**src/rtl/eaq_pkg.sv**
```systemverilog
// Package: shared result encodings for the quadrant qualifier.
// Assumes a two-bit quadrant field at the top of the effective address.
package eaq_pkg;
    localparam int QUAD_W = 2;

    typedef enum logic [1:0] {
        FK_NONE     = 2'd0,
        FK_INST_SEG = 2'd1,
        FK_DATA_SEG = 2'd2
    } fault_kind_e;

    localparam logic [2:0] PERM_ALL  = 3'b111;
    localparam logic [2:0] PERM_NONE = 3'b000;
endpackage

```
**src/rtl/eaq_quadrant_map.sv**
```systemverilog
// Module: eaq_quadrant_map
// Decodes the top address field into a (partition, process) pair, or
// flags the request as illegal. Purely combinational. Assumes the caller
// passes only the quadrant bits and the must-be-zero bits below them.
module eaq_quadrant_map
    import eaq_pkg::*;
#(
    parameter int CHK_W  = 10,
    parameter int LPID_W = 12,
    parameter int PID_W  = 20
) (
    input  logic [QUAD_W+CHK_W-1:0] ea_top,
    input  logic                    hv,
    input  logic [LPID_W-1:0]       cfg_lpid,
    input  logic [PID_W-1:0]        cfg_pid,
    output logic                    legal,
    output logic [LPID_W-1:0]       lpid_o,
    output logic [PID_W-1:0]        pid_o
);
    localparam int TOP_W = QUAD_W + CHK_W;

    logic [QUAD_W-1:0] quad;
    logic              range_ok;

    // Split the field into quadrant and must-be-zero guard bits.
    always_comb begin
        quad     = ea_top[TOP_W-1 -: QUAD_W];
        range_ok = ~|ea_top[CHK_W-1:0];
    end

    // Select identifiers per privilege mode and quadrant.
    always_comb begin
        legal  = range_ok;
        lpid_o = '0;
        pid_o  = '0;
        if (hv) begin
            unique case (quad)
                2'd0: begin lpid_o = '0;       pid_o = cfg_pid; end
                2'd1: begin lpid_o = cfg_lpid; pid_o = cfg_pid; end
                2'd2: begin lpid_o = cfg_lpid; pid_o = '0;      end
                default: begin lpid_o = '0;    pid_o = '0;      end
            endcase
        end else begin
            unique case (quad)
                2'd0: begin lpid_o = cfg_lpid; pid_o = cfg_pid; end
                2'd3: begin lpid_o = cfg_lpid; pid_o = '0;      end
                default: legal = 1'b0;
            endcase
        end
        if (!legal) begin
            lpid_o = '0;
            pid_o  = '0;
        end
    end
endmodule

```
**src/rtl/eaq_real_path.sv**
```systemverilog
// Module: eaq_real_path
// Forms the hypervisor real-mode physical address. It clears the top
// CLR_W bits and merges the offset when the top address bit is clear.
// Combinational; CLR_W may be zero.
module eaq_real_path #(
    parameter int EA_W  = 64,
    parameter int CLR_W = 4
) (
    input  logic [EA_W-1:0] ea,
    input  logic [EA_W-1:0] rm_offset,
    output logic [EA_W-1:0] paddr
);
    logic [EA_W-1:0] kept;

    generate
        if (CLR_W == 0) begin : g_noclr
            // No top bits are dropped.
            always_comb kept = ea;
        end else begin : g_clr
            localparam logic [EA_W-1:0] KEEP_MASK =
                {{CLR_W{1'b0}}, {(EA_W-CLR_W){1'b1}}};
            // Drop the ignored top bits.
            always_comb kept = ea & KEEP_MASK;
        end
    endgenerate

    // Merge the offset only for addresses with the top bit clear.
    always_comb paddr = kept | (ea[EA_W-1] ? '0 : rm_offset);
endmodule

```
**src/rtl/eaq_rsp_stage.sv**
```systemverilog
// Module: eaq_rsp_stage
// Single-entry result register with a valid/acknowledge handshake and a
// sticky data-fault address register. Assumes load is only raised while
// ready is high.
module eaq_rsp_stage
    import eaq_pkg::*;
#(
    parameter int EA_W   = 64,
    parameter int LPID_W = 12,
    parameter int PID_W  = 20
) (
    input  logic              clk,
    input  logic              rst_n,
    input  logic              load,
    input  logic              ack,
    input  logic [1:0]        n_kind,
    input  logic              n_real,
    input  logic [LPID_W-1:0] n_lpid,
    input  logic [PID_W-1:0]  n_pid,
    input  logic [EA_W-1:0]   n_paddr,
    input  logic [2:0]        n_perm,
    input  logic [EA_W-1:0]   n_ea,
    output logic              ready,
    output logic              valid,
    output logic [1:0]        kind,
    output logic              real_mode,
    output logic [LPID_W-1:0] lpid,
    output logic [PID_W-1:0]  pid,
    output logic [EA_W-1:0]   paddr,
    output logic [2:0]        perm,
    output logic [EA_W-1:0]   fault_addr
);
    // Accept only when nothing is pending.
    always_comb ready = ~valid;

    // Pending flag: set on load, cleared on acknowledge.
    always_ff @(posedge clk) begin
        if (!rst_n)        valid <= 1'b0;
        else if (load)     valid <= 1'b1;
        else if (ack)      valid <= 1'b0;
    end

    // Result fields captured on load and held otherwise.
    always_ff @(posedge clk) begin
        if (!rst_n) begin
            kind      <= FK_NONE;
            real_mode <= 1'b0;
            lpid      <= '0;
            pid       <= '0;
            paddr     <= '0;
            perm      <= PERM_NONE;
        end else if (load) begin
            kind      <= n_kind;
            real_mode <= n_real;
            lpid      <= n_lpid;
            pid       <= n_pid;
            paddr     <= n_paddr;
            perm      <= n_perm;
        end
    end

    // Fault address captured only on data segment faults.
    always_ff @(posedge clk) begin
        if (!rst_n)                              fault_addr <= '0;
        else if (load && n_kind == FK_DATA_SEG)  fault_addr <= n_ea;
    end

    AST_VALID_AFTER_LOAD: assert property (@(posedge clk) disable iff (!rst_n)
        load |=> valid);
    AST_HOLD_UNTIL_ACK: assert property (@(posedge clk) disable iff (!rst_n)
        (valid && !ack) |=> (valid && $stable({kind, real_mode, lpid, pid, paddr, perm})));
    AST_DROP_ON_ACK: assert property (@(posedge clk) disable iff (!rst_n)
        (valid && ack) |=> !valid);
    AST_KIND_ENCODING: assert property (@(posedge clk) disable iff (!rst_n)
        valid |-> (kind != 2'd3));
    AST_FADDR_STICKY: assert property (@(posedge clk) disable iff (!rst_n)
        !(load && n_kind == FK_DATA_SEG) |=> $stable(fault_addr));
endmodule

```
**src/rtl/ea_quadrant_qualifier.sv**
```systemverilog
// Module: ea_quadrant_qualifier (top)
// Qualifies an effective address into partition/process identifiers.
// Otherwise it reports a segment fault, or forms a real-mode physical
// address. One result is in flight at a time; it is registered and held
// until acknowledged. Configuration inputs are sampled at acceptance.
module ea_quadrant_qualifier
    import eaq_pkg::*;
#(
    parameter int EA_W   = 64,
    parameter int CHK_W  = 10,
    parameter int CLR_W  = 4,
    parameter int LPID_W = 12,
    parameter int PID_W  = 20
) (
    input  logic              clk,
    input  logic              rst_n,
    input  logic              req_valid,
    output logic              req_ready,
    input  logic [EA_W-1:0]   req_ea,
    input  logic              req_fetch,
    input  logic              req_hv,
    input  logic              req_reloc,
    input  logic [LPID_W-1:0] cfg_part_id,
    input  logic [PID_W-1:0]  cfg_proc_id,
    input  logic [EA_W-1:0]   cfg_rm_offset,
    output logic              rsp_valid,
    input  logic              rsp_ack,
    output logic [1:0]        rsp_fault_kind,
    output logic [EA_W-1:0]   rsp_fault_addr,
    output logic              rsp_real,
    output logic [LPID_W-1:0] rsp_part_id,
    output logic [PID_W-1:0]  rsp_proc_id,
    output logic [EA_W-1:0]   rsp_paddr,
    output logic [2:0]        rsp_perm
);
    localparam int TOP_W  = QUAD_W + CHK_W;
    localparam int CHK_HI = EA_W - 1 - QUAD_W;

    logic              accept;
    logic              real_sel;
    logic              map_legal;
    logic [LPID_W-1:0] map_lpid;
    logic [PID_W-1:0]  map_pid;
    logic [EA_W-1:0]   real_paddr;
    fault_kind_e       kind_n;
    logic [LPID_W-1:0] lpid_n;
    logic [PID_W-1:0]  pid_n;
    logic [EA_W-1:0]   paddr_n;
    logic [2:0]        perm_n;

    eaq_quadrant_map #(
        .CHK_W (CHK_W),
        .LPID_W(LPID_W),
        .PID_W (PID_W)
    ) map_i (
        .ea_top  (req_ea[EA_W-1 -: TOP_W]),
        .hv      (req_hv),
        .cfg_lpid(cfg_part_id),
        .cfg_pid (cfg_proc_id),
        .legal   (map_legal),
        .lpid_o  (map_lpid),
        .pid_o   (map_pid)
    );

    eaq_real_path #(
        .EA_W (EA_W),
        .CLR_W(CLR_W)
    ) real_i (
        .ea       (req_ea),
        .rm_offset(cfg_rm_offset),
        .paddr    (real_paddr)
    );

    // Handshake and path selection.
    always_comb begin
        accept   = req_valid & req_ready;
        real_sel = req_hv & ~req_reloc;
    end

    // Merge the two paths into the next result.
    always_comb begin
        kind_n  = FK_NONE;
        lpid_n  = '0;
        pid_n   = '0;
        paddr_n = '0;
        perm_n  = PERM_NONE;
        if (real_sel) begin
            paddr_n = real_paddr;
            perm_n  = PERM_ALL;
        end else if (!map_legal) begin
            kind_n = req_fetch ? FK_INST_SEG : FK_DATA_SEG;
        end else begin
            lpid_n = map_lpid;
            pid_n  = map_pid;
        end
    end

    eaq_rsp_stage #(
        .EA_W  (EA_W),
        .LPID_W(LPID_W),
        .PID_W (PID_W)
    ) stage_i (
        .clk       (clk),
        .rst_n     (rst_n),
        .load      (accept),
        .ack       (rsp_ack),
        .n_kind    (kind_n),
        .n_real    (real_sel),
        .n_lpid    (lpid_n),
        .n_pid     (pid_n),
        .n_paddr   (paddr_n),
        .n_perm    (perm_n),
        .n_ea      (req_ea),
        .ready     (req_ready),
        .valid     (rsp_valid),
        .kind      (rsp_fault_kind),
        .real_mode (rsp_real),
        .lpid      (rsp_part_id),
        .pid       (rsp_proc_id),
        .paddr     (rsp_paddr),
        .perm      (rsp_perm),
        .fault_addr(rsp_fault_addr)
    );

    AST_GUARD_BITS_FAULT: assert property (@(posedge clk) disable iff (!rst_n)
        (accept && !(req_hv && !req_reloc) && (|req_ea[CHK_HI -: CHK_W]))
        |=> (rsp_fault_kind != 2'd0));
    AST_GUEST_MID_QUAD_FAULT: assert property (@(posedge clk) disable iff (!rst_n)
        (accept && !req_hv && (req_ea[EA_W-1] ^ req_ea[EA_W-2]))
        |=> (rsp_fault_kind != 2'd0));
    AST_REAL_GRANTS_ALL: assert property (@(posedge clk) disable iff (!rst_n)
        (accept && req_hv && !req_reloc)
        |=> (rsp_real && rsp_fault_kind == 2'd0 && rsp_perm == 3'b111));
    AST_VIRT_NO_PADDR: assert property (@(posedge clk) disable iff (!rst_n)
        (rsp_valid && !rsp_real) |-> (rsp_paddr == '0 && rsp_perm == 3'b000));
endmodule

```
**config.mk**
```make
export PLATFORM = sky130hd
export DESIGN_NAME = ea_quadrant_qualifier
export DESIGN_NICKNAME = d
export VERILOG_FILES = /design/src/rtl/eaq_pkg.sv /design/src/rtl/eaq_quadrant_map.sv /design/src/rtl/eaq_real_path.sv /design/src/rtl/eaq_rsp_stage.sv /design/src/rtl/ea_quadrant_qualifier.sv
export SDC_FILE = /design/constraint.sdc
export NUM_CORES = 1
export LEC_CHECK = 0
export BUFFER_PORTS_ARGS = -buffer_cell sky130_fd_sc_hd__buf_2
export CAP_MARGIN = 30
export CORE_AREA = 2 2 129 131
export CTS_BUF_LIST = sky130_fd_sc_hd__clkbuf_2
export DETAILED_ROUTE_END_ITERATION = 6
export DIE_AREA = 0 0 131 133
export PLACE_DENSITY = 0.78
export SYNTH_ARGS = -nofsm -noshare
export SYNTH_HDL_FRONTEND = slang
export SYNTH_SLANG_ARGS = --single-unit
export TNS_END_PERCENT = 10
```
**constraint.sdc**
```tcl
create_clock -name clk -period 2.95 [get_ports clk]
set_clock_uncertainty 0.2 [all_clocks]
set_input_delay 0.295 -clock clk [delete_from_list [all_inputs] [get_ports clk]]
set_output_delay 0.295 -clock clk [all_outputs]
set_load 0.01 [all_outputs]
```
==> results of run 1 <==
[Yosys cell counts]
library cell  count
inv_1             3
a32oi_1           1
a21boi_1          1
ha_1              2
and2b_1           1
buf_2            10
and2_1            3
nand2b_1          1
inv_2             1
o211a_1           1
nor3_1            1
o2111a_2          1
nor4_4            1
nor2b_1           7
buf_4             5
a22oi_1           4
a21o_1           60
or4b_1            1
buf_12            5
nor2_1            1
and3_1            2
a21oi_1           2
and4_1            1
a21boi_0         61
mux2i_1          64
clkbuf_1         37
nand2_1         251
nand3_1           1
o21ai_0           1
nor4_1            2
buf_6             2
dfxtp_1         164
nand4_1           1
o21a_1            1
a22o_1           30
[per-stage QoR]
| stage | cells | hold slack, ns | instance area [um2] | setup slack [ns] | util [%] |
|---|---|---|---|---|---|
| after floorplan | 730 | 0.2207 | 6679 | 0.6723 | - |
| after global placement | 1232 | 0.2387 | 8386 | 0.6486 | 51.85 |
| after detailed placement | 1232 | 0.2444 | 8386 | 0.5832 | 51.85 |
[cell families after synthesis]
kind of cell | count (synthesis) | share of synthesized area, %
adder cells (fa/ha/maj) | 2 | 0.3746
AND/OR/NAND/NOR | 274 | 16.52
multiplexers | 64 | 9.592
buffers and inverters | 63 | 5.451
flip-flops | 164 | 49.16
AO/OA/AOI/OAI | 163 | 18.90
==> results.cfg, run 1 <==
[cts]
cts_root_buf = clkbuf_2
cts_buffers = 17
postCtsSetupRepairBufs = 0
cts-htree-levels = 4
clock_sinks = 164
post_cts_resized = 0
cts_buffer_depth = 2
cts_hold_repair.buffers = 254

[synthesis]
ys_seq_elements = 164
synth_area_leaders = dfxtp_1 49%, nand2_1 14%, mux2i_1 9.6%, a21boi_0 6.9%, a21o_1 6.7%
ys_warn_count = 0
synth_cells = 730
synth_cell_types = 35
yosysTopAreaCellShare_pct = 49.16
syn-num-nets = 899
synth_area_mm2 = 0.006679
yosysSeqAreaShare_pct = 49.16
synth_top_cell_by_area = dfxtp_1
syn-mean-instance-area_um2 = 9.149

[place]
gp_congestion = 0.7722
portBuffers = 334
hpwl_mm = 13.49

[status]
lastStage = clock tree synthesis
status = stopped before the end
stop_error = [ERROR RSZ-0060] Max buffer count reached.

[floorplanning]
rows = 47
initial_core_util_pct = 41.30
io_pins = 335
dieHeight_um = 133
die_x_um = 131
==> run 2: changes to the inputs <==
--- a/config.mk
+++ b/config.mk
@@ -7,11 +7,10 @@
 export LEC_CHECK = 0
 export BUFFER_PORTS_ARGS = -buffer_cell sky130_fd_sc_hd__buf_2
 export CAP_MARGIN = 30
-export CORE_AREA = 2 2 129 131
-export CTS_BUF_LIST = sky130_fd_sc_hd__clkbuf_2
+export CORE_MARGIN = 2
+export CORE_UTILIZATION = 30
 export DETAILED_ROUTE_END_ITERATION = 6
-export DIE_AREA = 0 0 131 133
-export PLACE_DENSITY = 0.78
+export PLACE_DENSITY_LB_ADDON = 0.15
 export SYNTH_ARGS = -nofsm -noshare
 export SYNTH_HDL_FRONTEND = slang
 export SYNTH_SLANG_ARGS = --single-unit
==> run 2 against run 1 <==
The flow now finishes without violations. Synthesized cell count is the same. Area after synthesis is the same.
==> results.cfg, run 2 <==
[status]
status = completed

[synthesis]
async_flop_share_pct = 0
dominantRegCellSynth = dfxtp_1
yosysTopAreaCellShare_pct = 49.16
synth_edf_count = 0
ys_top_cells_by_count = 251 x nand2_1, 164 x dfxtp_1, 64 x mux2i_1
ys_seq_elements = 164
synth_cell_types = 35
synth_area_mm2 = 0.006679
yosysSeqAreaShare_pct = 49.16
synth_most_common_cell = nand2_1
syn-num-nets = 899
syn-mean-instance-area_um2 = 9.149
synth_area_leaders = dfxtp_1 49%, nand2_1 14%, mux2i_1 9.6%, a21boi_0 6.9%, a21o_1 6.7%
synth_top_cell_by_area = dfxtp_1
ys_warn_count = 0
synth_cells = 730

[job]
max_cap_violations = 0

[cells_and_area]
final_common_cell = buf_2
fin_cells = 1430
fill_cells = 2146
top_regs = stage_i.fault_addr (64), stage_i.paddr (64), stage_i.pid (20)
final_cell_mix = 333 x buf_2, 251 x nand2_1, 164 x dfxtp_1
fin_nets = 1304
utilization_pct = 46.28
syn_to_final_growth_pct = 51.22
post_route_cells_drive_above_1_share_pct = 33.01

[setup_path]
startpoint_type = input pin
worstPathArrival_ns = 2.70
crit_type = input pin to flip-flop
path_cells = dlygate4sd3_1 > buf_2 > inv_1 > ha_1 > inv_1 > o2111a_2 > and3_1 > a22o_1
max_stage_delay_ns = 0.77
crit_path_frequent_cell = inv_1
cp.required_ns = 3.11
crit_path_top_delay_cell = and3_1
cp-end-kind = flip-flop
crit_buf_inv = 4
cp_max_fo = 19
cp_top_family = simple AND/OR/NAND/NOR gates

[timing]
rsz0062_at_grt = false
hold_viol = 0
worst_hold_slack_ns = 0.06184
finalCritPeriodShare_pct = 86.09
tightest_slew_ns = 0.8840
tns_ns = 0
clock.fmax_mhz = 393.7
relSlewSlack_pct = 41.06
finalSetupViolCount = 0
period_minus_slack_ns = 2.540
slew_viol_final = 0

[power_and_ir_drop]
p_leak_nw = 4.825
power.density_mw_per_mm2 = 521.7
ir_drop_v = 0.0003798

[drt]
vias_per_cell = 4.517
post_drt_wl_per_cell_um = 15.63
first_pass_iters = 5
drcViolationCount = 0
num_vias = 6459
wl_mm = 22.34
drtIter0Drc = 261
postRouteAntennaNets = 0

[cts]
postCtsSetupRepairBufs = 0
clk-insertion-delay-late_ns = 0.41
cts_root_buf = clkbuf_16
cts-htree-levels = 4
cts_buffers = 17
cts_buffer_depth = 2
cts.clk_slew.worst_paths_ns = 0.07
clock_sinks = 164
post_cts_resized = 0
cts_tree = built

[global_routing]
grt_usage_pct = 18.65
grt_pass1_wl_mm = 35.16
antenna_found_initial = 2
grt_overflow = 0
grt_pass1_vias = 6572
grt_max_degree = 160

[floorplanning]
dieHeight_um = 153.2
rows = 54
dieArea_mm2 = 0.02347
io_pins = 335
die_x_um = 153.2
core_mm2 = 0.02182
initial_core_util_pct = 30.60

[place]
gp_congestion = 0.7411
portBuffers = 334
hpwl_mm = 15.19
place_inst = 1294

[min_path]
min_path_type = input pin to flip-flop
-- run 2: cell counts after synthesis --
No cell type changed its count.
-- run 2: layer usage --
layer | vias up | global-route usage (%) | share of wire [%]
met5 | - | 0 | 0
met4 | 0 | 6.614 | 1.9
met3 | 26 | 5.160 | 7.2
met2 | 228 | 31.44 | 47
met1 | 2947 | 22.83 | 44
li1 | 3258 | - | -
-- run 2: power breakdown --
part | internal (W) | total (W) | switching (W)
clock network | 0.00130 | 0.00229 | 0.000992
registers | 0.00228 | 0.00231 | 0.0000325
logic | 0.000331 | 0.000664 | 0.000333
total | 0.00391 | 0.00527 | 0.00136
-- run 2: worst paths after layout --
path                            slack [ns]                    from  depth (start not counted)                endpoint
worst min register to register        0.25  stage_i.fault_addr[46]                          2  stage_i.fault_addr[46]
worst max register to register        0.69           stage_i.valid                          4          stage_i.pid[4]
worst min-delay path                  0.06               req_fetch                          3         stage_i.kind[0]
worst max-delay path                  0.41              req_ea[62]                          8          stage_i.pid[4]
-- run 2: timing repair --
action,4_1_cts,5_1_grt
setup endpoints to repair,0,0
hold buffers,102,0
endpoints found under the hold margin,101,0
-- run 2: layout make-up --
| type | count | area, um2 | share of cell area [%] |
|---|---|---|---|
| Multi-Input combinational cell | 503 | 3040 | 30.10 |
| Tap cell | 280 | 350.3 | 3.469 |
| Timing Repair Buffer | 445 | 2804 | 27.76 |
| Clock buffer | 19 | 442.9 | 4.386 |
| Sequential cell | 164 | 3283 | 32.51 |
| Inverter | 4 | 15.01 | 0.1487 |
| Antenna cell | 2 | 5.005 | 0.04955 |
| Clock inverter | 13 | 158.9 | 1.573 |
-- run 2: kinds of logic after synthesis --
family                     Yosys count  synth area share (%)
AOI/OAI and AO/OA                  163                 18.90
DFF                                164                 49.16
muxes                               64                 9.592
buffers and inverters               63                 5.451
adders and majority gates            2                0.3746
and+or+nand+nor                    274                 16.52
-- run 2: tightest hold or removal path: stages --
cell,delay (ns)
buf_2,0.12
or4b_1,0.16
a21boi_1,0.05
-- run 2: stage by stage --
stage / worst slack [ns] / instance area (um2) / power (W)
after CTS: 0.4325 / 10090 / 0.005351
after global placement: 0.5153 / 8472 / 0.002923
final: 0.4102 / 10100 / 0.005269
after detailed placement: 0.5224 / 8472 / 0.002922
after floorplan: 0.6723 / 6679 / 0.002657
after global routing: 0.3044 / 10100 / 0.005509
No activity file was read; power rests on OpenSTA's default activity.
